--- config.mk ---
export PLATFORM = sky130hd
export DESIGN_NAME = ppm_frame_enc
export DESIGN_NICKNAME = d
export VERILOG_FILES = /design/src/rtl/ppm_enc_pkg.sv /design/src/rtl/ppm_timebase.sv /design/src/rtl/ppm_slot_calc.sv /design/src/rtl/ppm_sequencer.sv /design/src/rtl/ppm_frame_enc.sv
export SDC_FILE = /design/constraint.sdc
export NUM_CORES = 1
export LEC_CHECK = 0
export BUFFER_PORTS_ARGS = -buffer_cell sky130_fd_sc_hd__buf_2
export CORE_AREA = 2 2 124 126
export CTS_BUF_LIST = sky130_fd_sc_hd__clkbuf_8
export DETAILED_ROUTE_END_ITERATION = 8
export DIE_AREA = 0 0 126 128
export HOLD_SLACK_MARGIN = 0.05
export PLACE_DENSITY = 0.68
export SYNTH_ARGS = -nofsm -noshare
export SYNTH_HDL_FRONTEND = slang
export SYNTH_SLANG_ARGS = --single-unit
export TNS_END_PERCENT = 50
--- constraint.sdc ---
create_clock -name clk_i -period 8.3 [get_ports clk_i]
set_input_delay 2.075 -clock clk_i [delete_from_list [all_inputs] [get_ports clk_i]]
set_output_delay 2.075 -clock clk_i [all_outputs]
set_load 0.02 [all_outputs]
--- src/rtl/ppm_enc_pkg.sv ---
package ppm_enc_pkg;
  typedef enum logic {
    EDGE_RISE = 1'b0,
    EDGE_FALL = 1'b1
  } edge_e;
endpackage

--- src/rtl/ppm_timebase.sv ---
module ppm_timebase #(
  parameter int CNT_W = 16
) (
  input  logic             clk_i,
  input  logic             rst_ni,
  input  logic             tick_i,
  input  logic             run_i,
  input  logic [CNT_W-1:0] target_i,
  output logic [CNT_W-1:0] cnt_o,
  output logic             hit_o
);
  logic [CNT_W-1:0] cnt_q;

  // free-running, never reloaded
  always_ff @(posedge clk_i or negedge rst_ni) begin
    if (!rst_ni)     cnt_q <= '0;
    else if (tick_i) cnt_q <= cnt_q + 1'b1;
  end

  assign cnt_o = cnt_q;
  assign hit_o = run_i & tick_i & (cnt_q == target_i);
endmodule

--- src/rtl/ppm_slot_calc.sv ---
module ppm_slot_calc #(
  parameter int NUM_CH      = 4,
  parameter int VAL_W       = 10,
  parameter int CNT_W       = 16,
  parameter int SLOT_MIN_T  = 1000,
  parameter int SLOT_SPAN_T = 1000,
  parameter int FRAME_T     = 20000
) (
  input  logic [NUM_CH-1:0][VAL_W-1:0] vals_i,
  output logic [NUM_CH-1:0][CNT_W-1:0] slot_o,
  output logic [CNT_W-1:0]             sync_o
);
  localparam logic [CNT_W-1:0] MIN_C   = CNT_W'(SLOT_MIN_T);
  localparam logic [CNT_W-1:0] SPAN_C  = CNT_W'(SLOT_SPAN_T);
  localparam logic [CNT_W-1:0] FRAME_C = CNT_W'(FRAME_T);

  for (genvar g = 0; g < NUM_CH; g++) begin : g_ch
    logic [CNT_W-1:0] v_ext;
    assign v_ext     = {{(CNT_W-VAL_W){1'b0}}, vals_i[g]};
    assign slot_o[g] = MIN_C + ((v_ext > SPAN_C) ? SPAN_C : v_ext);
  end

  logic [CNT_W-1:0] acc;
  always_comb begin
    acc = '0;
    for (int i = 0; i < NUM_CH; i++) acc = acc + slot_o[i];
    sync_o = FRAME_C - acc;
  end
endmodule

--- src/rtl/ppm_sequencer.sv ---
module ppm_sequencer
  import ppm_enc_pkg::*;
#(
  parameter int NUM_CH = 4,
  parameter int CNT_W  = 16,
  parameter int SEP_T  = 300
) (
  input  logic                         clk_i,
  input  logic                         rst_ni,
  input  logic                         en_i,
  input  logic                         sof_i,
  input  logic                         hit_i,
  input  logic [CNT_W-1:0]             cnt_i,
  input  logic [NUM_CH-1:0][CNT_W-1:0] slot_i,
  input  logic [CNT_W-1:0]             sync_i,
  output logic                         run_o,
  output logic [CNT_W-1:0]             target_o,
  output logic                         load_o,
  output logic                         pulse_o,
  output logic                         match_o
);
  localparam int PH_W = $clog2(NUM_CH + 1);
  localparam logic [CNT_W-1:0] SEP_C = CNT_W'(SEP_T);
  localparam logic [PH_W-1:0]  PH_LAST = PH_W'(NUM_CH);

  logic             run_q, pulse_q, match_q;
  logic [CNT_W-1:0] target_q, gap;
  logic [PH_W-1:0]  ph_q;  // 0 = sync slot, k = channel k
  edge_e            nxt_q;

  always_comb begin
    gap = sync_i;
    for (int i = 0; i < NUM_CH; i++)
      if (ph_q == PH_W'(i + 1)) gap = slot_i[i];
    gap = gap - SEP_C;
  end

  always_ff @(posedge clk_i or negedge rst_ni) begin
    if (!rst_ni) begin
      run_q    <= 1'b0;
      pulse_q  <= 1'b0;
      match_q  <= 1'b0;
      target_q <= '0;
      ph_q     <= '0;
      nxt_q    <= EDGE_RISE;
    end else if (!en_i) begin
      // disabled compare: latch back to default low
      run_q   <= 1'b0;
      pulse_q <= 1'b0;
      match_q <= 1'b0;
      ph_q    <= '0;
      nxt_q   <= EDGE_RISE;
    end else begin
      match_q <= hit_i;
      if (!run_q) begin
        if (sof_i) begin
          run_q    <= 1'b1;
          target_q <= cnt_i + 1'b1;
          ph_q     <= '0;
          nxt_q    <= EDGE_RISE;
        end
      end else if (hit_i) begin
        if (nxt_q == EDGE_RISE) begin
          pulse_q  <= 1'b1;
          target_q <= target_q + SEP_C;
          nxt_q    <= EDGE_FALL;
        end else begin
          pulse_q  <= 1'b0;
          target_q <= target_q + gap;
          nxt_q    <= EDGE_RISE;
          ph_q     <= (ph_q == PH_LAST) ? '0 : ph_q + 1'b1;
        end
      end
    end
  end

  assign run_o    = run_q;
  assign target_o = target_q;
  assign load_o   = hit_i & (nxt_q == EDGE_RISE) & (ph_q == '0);
  assign pulse_o  = pulse_q;
  assign match_o  = match_q;
endmodule

--- src/rtl/ppm_frame_enc.sv ---
module ppm_frame_enc #(
  parameter int NUM_CH      = 4,
  parameter int VAL_W       = 10,
  parameter int CNT_W       = 16,
  parameter int SEP_T       = 300,
  parameter int SLOT_MIN_T  = 1000,
  parameter int SLOT_SPAN_T = 1000,
  parameter int FRAME_T     = 20000
) (
  input  logic                    clk_i,
  input  logic                    rst_ni,
  input  logic                    tick_i,
  input  logic                    cmp_en_i,
  input  logic                    sof_i,
  input  logic                    pulse_hi_i,
  input  logic [NUM_CH*VAL_W-1:0] ch_val_i,
  output logic                    ppm_o,
  output logic                    match_o
);
  logic [NUM_CH-1:0][VAL_W-1:0] vals_q;
  logic [NUM_CH-1:0][CNT_W-1:0] slot;
  logic [CNT_W-1:0]             sync_len, cnt, target;
  logic                         run, hit, load, pulse;

  always_ff @(posedge clk_i or negedge rst_ni) begin
    if (!rst_ni)   vals_q <= '0;
    else if (load) vals_q <= ch_val_i;
  end

  ppm_timebase #(.CNT_W(CNT_W)) u_tb (
    .clk_i    (clk_i),
    .rst_ni   (rst_ni),
    .tick_i   (tick_i),
    .run_i    (run),
    .target_i (target),
    .cnt_o    (cnt),
    .hit_o    (hit)
  );

  ppm_slot_calc #(
    .NUM_CH(NUM_CH), .VAL_W(VAL_W), .CNT_W(CNT_W),
    .SLOT_MIN_T(SLOT_MIN_T), .SLOT_SPAN_T(SLOT_SPAN_T), .FRAME_T(FRAME_T)
  ) u_calc (
    .vals_i (vals_q),
    .slot_o (slot),
    .sync_o (sync_len)
  );

  ppm_sequencer #(.NUM_CH(NUM_CH), .CNT_W(CNT_W), .SEP_T(SEP_T)) u_seq (
    .clk_i    (clk_i),
    .rst_ni   (rst_ni),
    .en_i     (cmp_en_i),
    .sof_i    (sof_i),
    .hit_i    (hit),
    .cnt_i    (cnt),
    .slot_i   (slot),
    .sync_i   (sync_len),
    .run_o    (run),
    .target_o (target),
    .load_o   (load),
    .pulse_o  (pulse),
    .match_o  (match_o)
  );

  assign ppm_o = pulse_hi_i ? pulse : ~pulse;
endmodule

==> impl_metrics.toml, run 1 <==
[grt]
grt_max_degree = 80
grt_pass1_vias = 5743
gr-total-overflow = 0
grt_usage_pct = 22.24
antenna_found_initial = 0
grt_pass1_wl_mm = 28.87

[clock_tree]
cts_htree_levels = 3
cts-root-buf = "clkbuf_8"
insertion_delay_ps = 390
cts_tree = "done"
clk_pin_slew_ps = 90
cts_max_path_buffers = 2
holdBufCountCts = 0
cts.sinks = 79
numCtsBuffers = 9
cts_setup_buffers = 0
cts_resized = 0

[setup_path]
critical_path.max_fanout = 6
r2r_start = "vals_q[20]"
cp_common_cell = "ha_1"
cp_slowest_cell = "fa_1"
path_depth = 26
cpPeakStageDelay_ps = 520
end_kind = "flip-flop"
crit_arrival_ps = 7410
critPathBufInv = 3
r2r_end = "u_seq.target_o[15]"
rrSetupSlack_ps = 1200
required_ps = 8610
path_delay_family = "adder cells"
cp-start-kind = "flip-flop"
r2r_cells = 26
critPathKind = "reg2reg"

[power_and_ir_drop]
ir_drop_mv = 0.3401
cellPowerDensity_nw_per_um2 = 433.6
p_leak_nw = 3.907
power_mw = 3.387

[min_path]
hold_path_class = "reg2reg"
hp-start = "vals_q[31]"
hold_path_end = "vals_q[31]"
holdPathStages = 1

[yosys]
avgSynthCellArea_sq_um = 9.033
synthesis.area_sq_um = 7281
synthCells = 806
synthesis.nets = 937
synth-seq-cells = 79
ys_seq_area_share_pct = 27.15
yosysTopAreaCell = "dfrtp_1"
synth_edf_count = 0
ys_types = 56
synth-async-reset-ratio_pct = 100.0
ys_top_cells_by_area = "dfrtp_1 (27%), ha_1 (11%), mux2_4 (8.2%)"
synth_top_area_share_pct = 27.15
yosysMostFrequentCell = "dfrtp_1"
synth-main-ff-cell = "dfrtp_1"
ys_warn_count = 0
yosys-top-cells-count = "dfrtp_1 (79), inv_1 (75), nand2_1 (63), xnor2_1 (63), ha_1 (62)"

[timing]
clock-skew-final_ps = 14.29
slew_violations = 0
tns_ps = 0
max_freq_ghz = 0.1409
period_share_pct = 85.54
fin_crit_ps = 7100
slew_headroom_pct = 33.20
worst_slack_ps = 1200
hold_violations = 0
tightestPinTransition_ps = 1002
rsz0062_at_grt = "no"
final-setup-viol-count = 0

[final_layout]
regArea_sq_um = 1977
area_delta_synth_final_pct = 7.286
multi_input_area_sq_um = 4887
n_antenna_cell = 0
fill_cells = 1446
drive_gt1_share_pct = 12.98
nNetsFinal = 966

[flow_run]
maxCapViolations = 0

[outcome]
outcome = "finished clean"

[drt]
dr.pass1.iters = 5
drtIter0Drc = 282
viasPerCell = 5.664
wl_per_cell_um = 16.72
drt-total-wl_mm = 17.19
drc = 0
ant_nets = 0
vias = 5823

[die]
start_util_pct = 48.98
core_sq_um = 14860
num_rows = 45
die_w_um = 126
dieArea_sq_um = 16130
die_height_um = 128
ios = 48

[placement]
place_hpwl_mm = 13.23
place_ws_ps = 1281
io_buffers = 47
gp_congestion = 0.9032
-- metal layers --
metal,global-route usage (%),routed length (um)
met2,34.47,7599
met4,6.658,253
met5,0,0
met1,32.68,8391
met3,2.755,948
-- through the flow --
step	util, %	std cells	hold slack, ps	area, sq um
3_5_place_dp	51.41	1012	503.5	7641
3_3_place_gp	51.41	1012	495.7	7641
6_report	52.55	1028	522.5	7811
2_1_floorplan	-	806	472.9	7281
5_1_grt	52.55	1028	542.0	7811
4_1_cts	52.55	1028	525.1	7811
-- how the worst max path moves through the flow --
stage,start,to,slack (ps)
after CTS,vals_q[20],u_seq.target_o[15],1210
after detailed placement,vals_q[20],u_seq.target_o[15],1280
after global routing,vals_q[20],u_seq.target_o[15],740
after global placement,vals_q[20],u_seq.target_o[15],1480
final,vals_q[20],u_seq.target_o[15],1200
after floorplan,vals_q[20],u_seq.target_o[15],1880
-- logic make-up after synthesis --
| kind of cell | Yosys count | share of synthesized area, % |
|---|---|---|
| flip-flops | 79 | 27.15 |
| XOR/XNOR | 90 | 10.83 |
| multiplexers | 45 | 8.953 |
| AND/OR/NAND/NOR | 224 | 15.24 |
| AO/OA/AOI/OAI | 176 | 15.12 |
| adder cells (fa/ha/maj) | 85 | 16.98 |
| buffers and inverters | 107 | 5.723 |
-- flip-flops by register name, indices dropped and copies added (netlist names) --
name,cells
u_seq.target_o,16
u_seq.pulse_o,1
vals_q,40
u_tb.cnt_o,16
u_seq.ph_q,3
u_seq.run_o,1
u_seq.nxt_q,1
u_seq.match_o,1
-- final cells by class --
class / count / area share (%)
multi-input combinational: 620 / 62.57
sequential: 79 / 25.31
inverter: 75 / 3.604
timing repair buffer: 50 / 3.332
tap: 188 / 3.011
clock buffer: 9 / 1.586
clock inverter: 7 / 0.5927
-- layout by cell type (no fill, tap or decap), types with 4 or more instances in the layout --
cell type   n
mux2_4     40
clkbuf_8    9
nand4_1    10
dfrtp_1    79
mux2i_1     4
buf_2      46
ha_1       62
a22oi_1     7
nor2_1     51
xor2_1     27
o21a_1      8
nor3_1     16
o22ai_1     8
fa_1       23
o211ai_1    6
a21oi_1    49
o221ai_1    4
xnor2_1    63
and2_1     13
a31oi_1     7
a211oi_1    7
nor4_1      6
or3_1      11
buf_4       4
and3_1      6
nand3_1    19
nand2_1    63
nand2b_1    6
nor2b_1     9
nor3b_1     5
inv_1      76
o21ai_0    44
a21o_1     10
-- power breakdown --
group,internal [mW],switching (mW)
clock,0.109,0.164
sequential,0.435,0.0892
combinational,1.14,1.45
total,1.68,1.71
-- worst register-to-register path: cells and delay by family, from the launching register on --
| family | cells | cell delay, ps |
|---|---|---|
| XOR/XNOR | 1 | 160 |
| adder cells (fa/ha/maj) | 7 | 2590 |
| AND/OR/NAND/NOR | 5 | 1130 |
| AO/OA/AOI/OAI | 10 | 2590 |
| buffers and inverters | 3 | 160 |
| flip-flops | 1 | 420 |
No activity file was read; power rests on OpenSTA's default activity.
==> run 2, diff against run 1 <==
Settings changed: CELL_PAD_IN_SITES_DETAIL_PLACEMENT set to 1, CELL_PAD_IN_SITES_GLOBAL_PLACEMENT set to 1, CORE_AREA 2 2 124 126 to 2 2 125 127, DIE_AREA 0 0 126 128 to 0 0 127 129, GPL_ROUTABILITY_DRIVEN set to 0, PLACE_DENSITY 0.68 to 0.85.
==> impl_metrics.toml, run 2 (synthesis results as in run 1) <==
[drt]
dr.pass1.iters = 4
viasPerCell = 5.819
vias = 5994
drtIter0Drc = 272
ant_nets = 0
drt-total-wl_mm = 20.23
wl_per_cell_um = 19.64
drc = 0

[timing]
clock-skew-final_ps = 13.35
final-setup-viol-count = 0
period_share_pct = 86.62
fin_hold_ws_ps = 526.5
hold_violations = 0
tightestPinTransition_ps = 1058
tns_ps = 0
max_freq_ghz = 0.1391
slew_headroom_pct = 29.50
rsz0062_at_grt = "no"
fin_crit_ps = 7190
slew_violations = 0

[clock_tree]
cts_htree_levels = 3
clk_pin_slew_ps = 100
cts_setup_buffers = 0
cts-root-buf = "clkbuf_8"
holdBufCountCts = 0
insertion_delay_ps = 390
cts_tree = "done"
cts.sinks = 79
cts_resized = 0
numCtsBuffers = 9
cts_max_path_buffers = 2

[setup_path]
rrSetupSlack_ps = 1110
critPathLaunch = "vals_q[21]"
critPathKind = "reg2reg"
required_ps = 8630
cpPeakStageDelay_ps = 530
critical_path.max_fanout = 6
critPathBufInv = 3
crit_arrival_ps = 7520
r2r_start = "vals_q[21]"
cp-start-kind = "flip-flop"
end_kind = "flip-flop"
cp_common_cell = "fa_1"
cp_slowest_cell = "fa_1"
path_delay_family = "adder cells"

[power_and_ir_drop]
cellPowerDensity_nw_per_um2 = 454.6
p_switching_mw = 1.843
swShare_pct = 51.55
p_comb_share_pct = 76.3
ir_drop_mv = 0.2303
p_seq_share_pct = 14.8
clkPwrFrac_pct = 8.9
cellInternalPower_mw = 1.732
p_leak_nw = 3.938

[grt]
grt_max_degree = 80
grt_pass1_wl_mm = 33.06
gr-total-overflow = 0
grt_pass1_vias = 6459
grt_usage_pct = 25.55
antenna_found_initial = 0

[placement]
io_buffers = 47
place_hpwl_mm = 15.89

[final_layout]
area_delta_synth_final_pct = 8.025
largest_reg_flops = 40
top_register = "vals_q"
fin_util_pct = 52.51
final_cell_mix = "dfrtp_1 (79), inv_1 (75), nand2_1 (63), xnor2_1 (63), ha_1 (62)"
mostFrequentLayoutCell = "dfrtp_1"
drive_gt1_share_pct = 13.30
nNetsFinal = 968
n_antenna_cell = 0
fill_cells = 1784

[die]
ios = 48
core_sq_um = 14980
start_util_pct = 48.61
die_height_um = 129
dieArea_sq_um = 16380
die_w_um = 127
num_rows = 45

[outcome]
outcome = "finished clean"

[min_path]
hp-start = "vals_q[10]"
hold_path_class = "reg2reg"

[flow_run]
maxCapViolations = 0
-- run 2: cell count changes in the layout (fill, tap and decap cells not counted) --
cell and delta:
clkinv_4 +1, clkinvlp_4 -2, inv_8 +1, clkinv_2 -2, bufinv_16 +1, inv_1 -1
buf_4 +2, inv_6 +2
-- run 2: power by group through the flow --
stage	logic, mW	registers (mW)	clock network, mW
floorplan	2.11	0.485	0
global placement	2.58	0.528	0
detailed placement	2.69	0.535	0
CTS	2.72	0.527	0.327
global route	3.09	0.538	0.340
finish	2.73	0.529	0.319
-- run 2: per-layer routing --
| layer | up-vias | wire, um | part of all wire [%] | global-route usage (%) |
|---|---|---|---|---|
| met4 | 0 | 452 | 2.2 | 9.050 |
| li1 | 2863 | - | - | - |
| met3 | 31 | 611 | 3.0 | 3.701 |
| met2 | 102 | 10650 | 53 | 47.00 |
| met1 | 2998 | 8517 | 42 | 30.52 |
| met5 | - | 0 | 0 | 0 |
-- run 2: final cells by class --
class                   count  area (sq um)  share of cell area [%]
clock buffers               9         123.9                   1.575
clock inverters             7         85.08                   1.082
inverters                  75         281.5                   3.579
flip-flops and latches     79          1977                   25.14
well taps                 188         235.2                   2.991
multi-input cells         620          4887                   62.14
repair buffers             52         275.3                   3.500
-- run 2: per-stage QoR --
step	setup WS, ps	std cells	cell area (sq um)	total power [mW]
after floorplan	1883	806	7281	2.599
after global placement	1482	1014	7656	3.105
after detailed placement	1223	1014	7656	3.225
after CTS	1151	1030	7865	3.572
after global routing	688.8	1030	7865	3.964
final	1110	1030	7865	3.576
-- run 2: final timing paths --
kind	cells after the start	end
min in group asynchronous	1	vals_q[3]
hold / removal	1	vals_q[10]
max in group asynchronous	1	u_tb.cnt_o[15]
setup reg to reg	26	u_seq.target_o[15]
hold reg to reg	1	vals_q[10]
setup / recovery	26	u_seq.target_o[15]
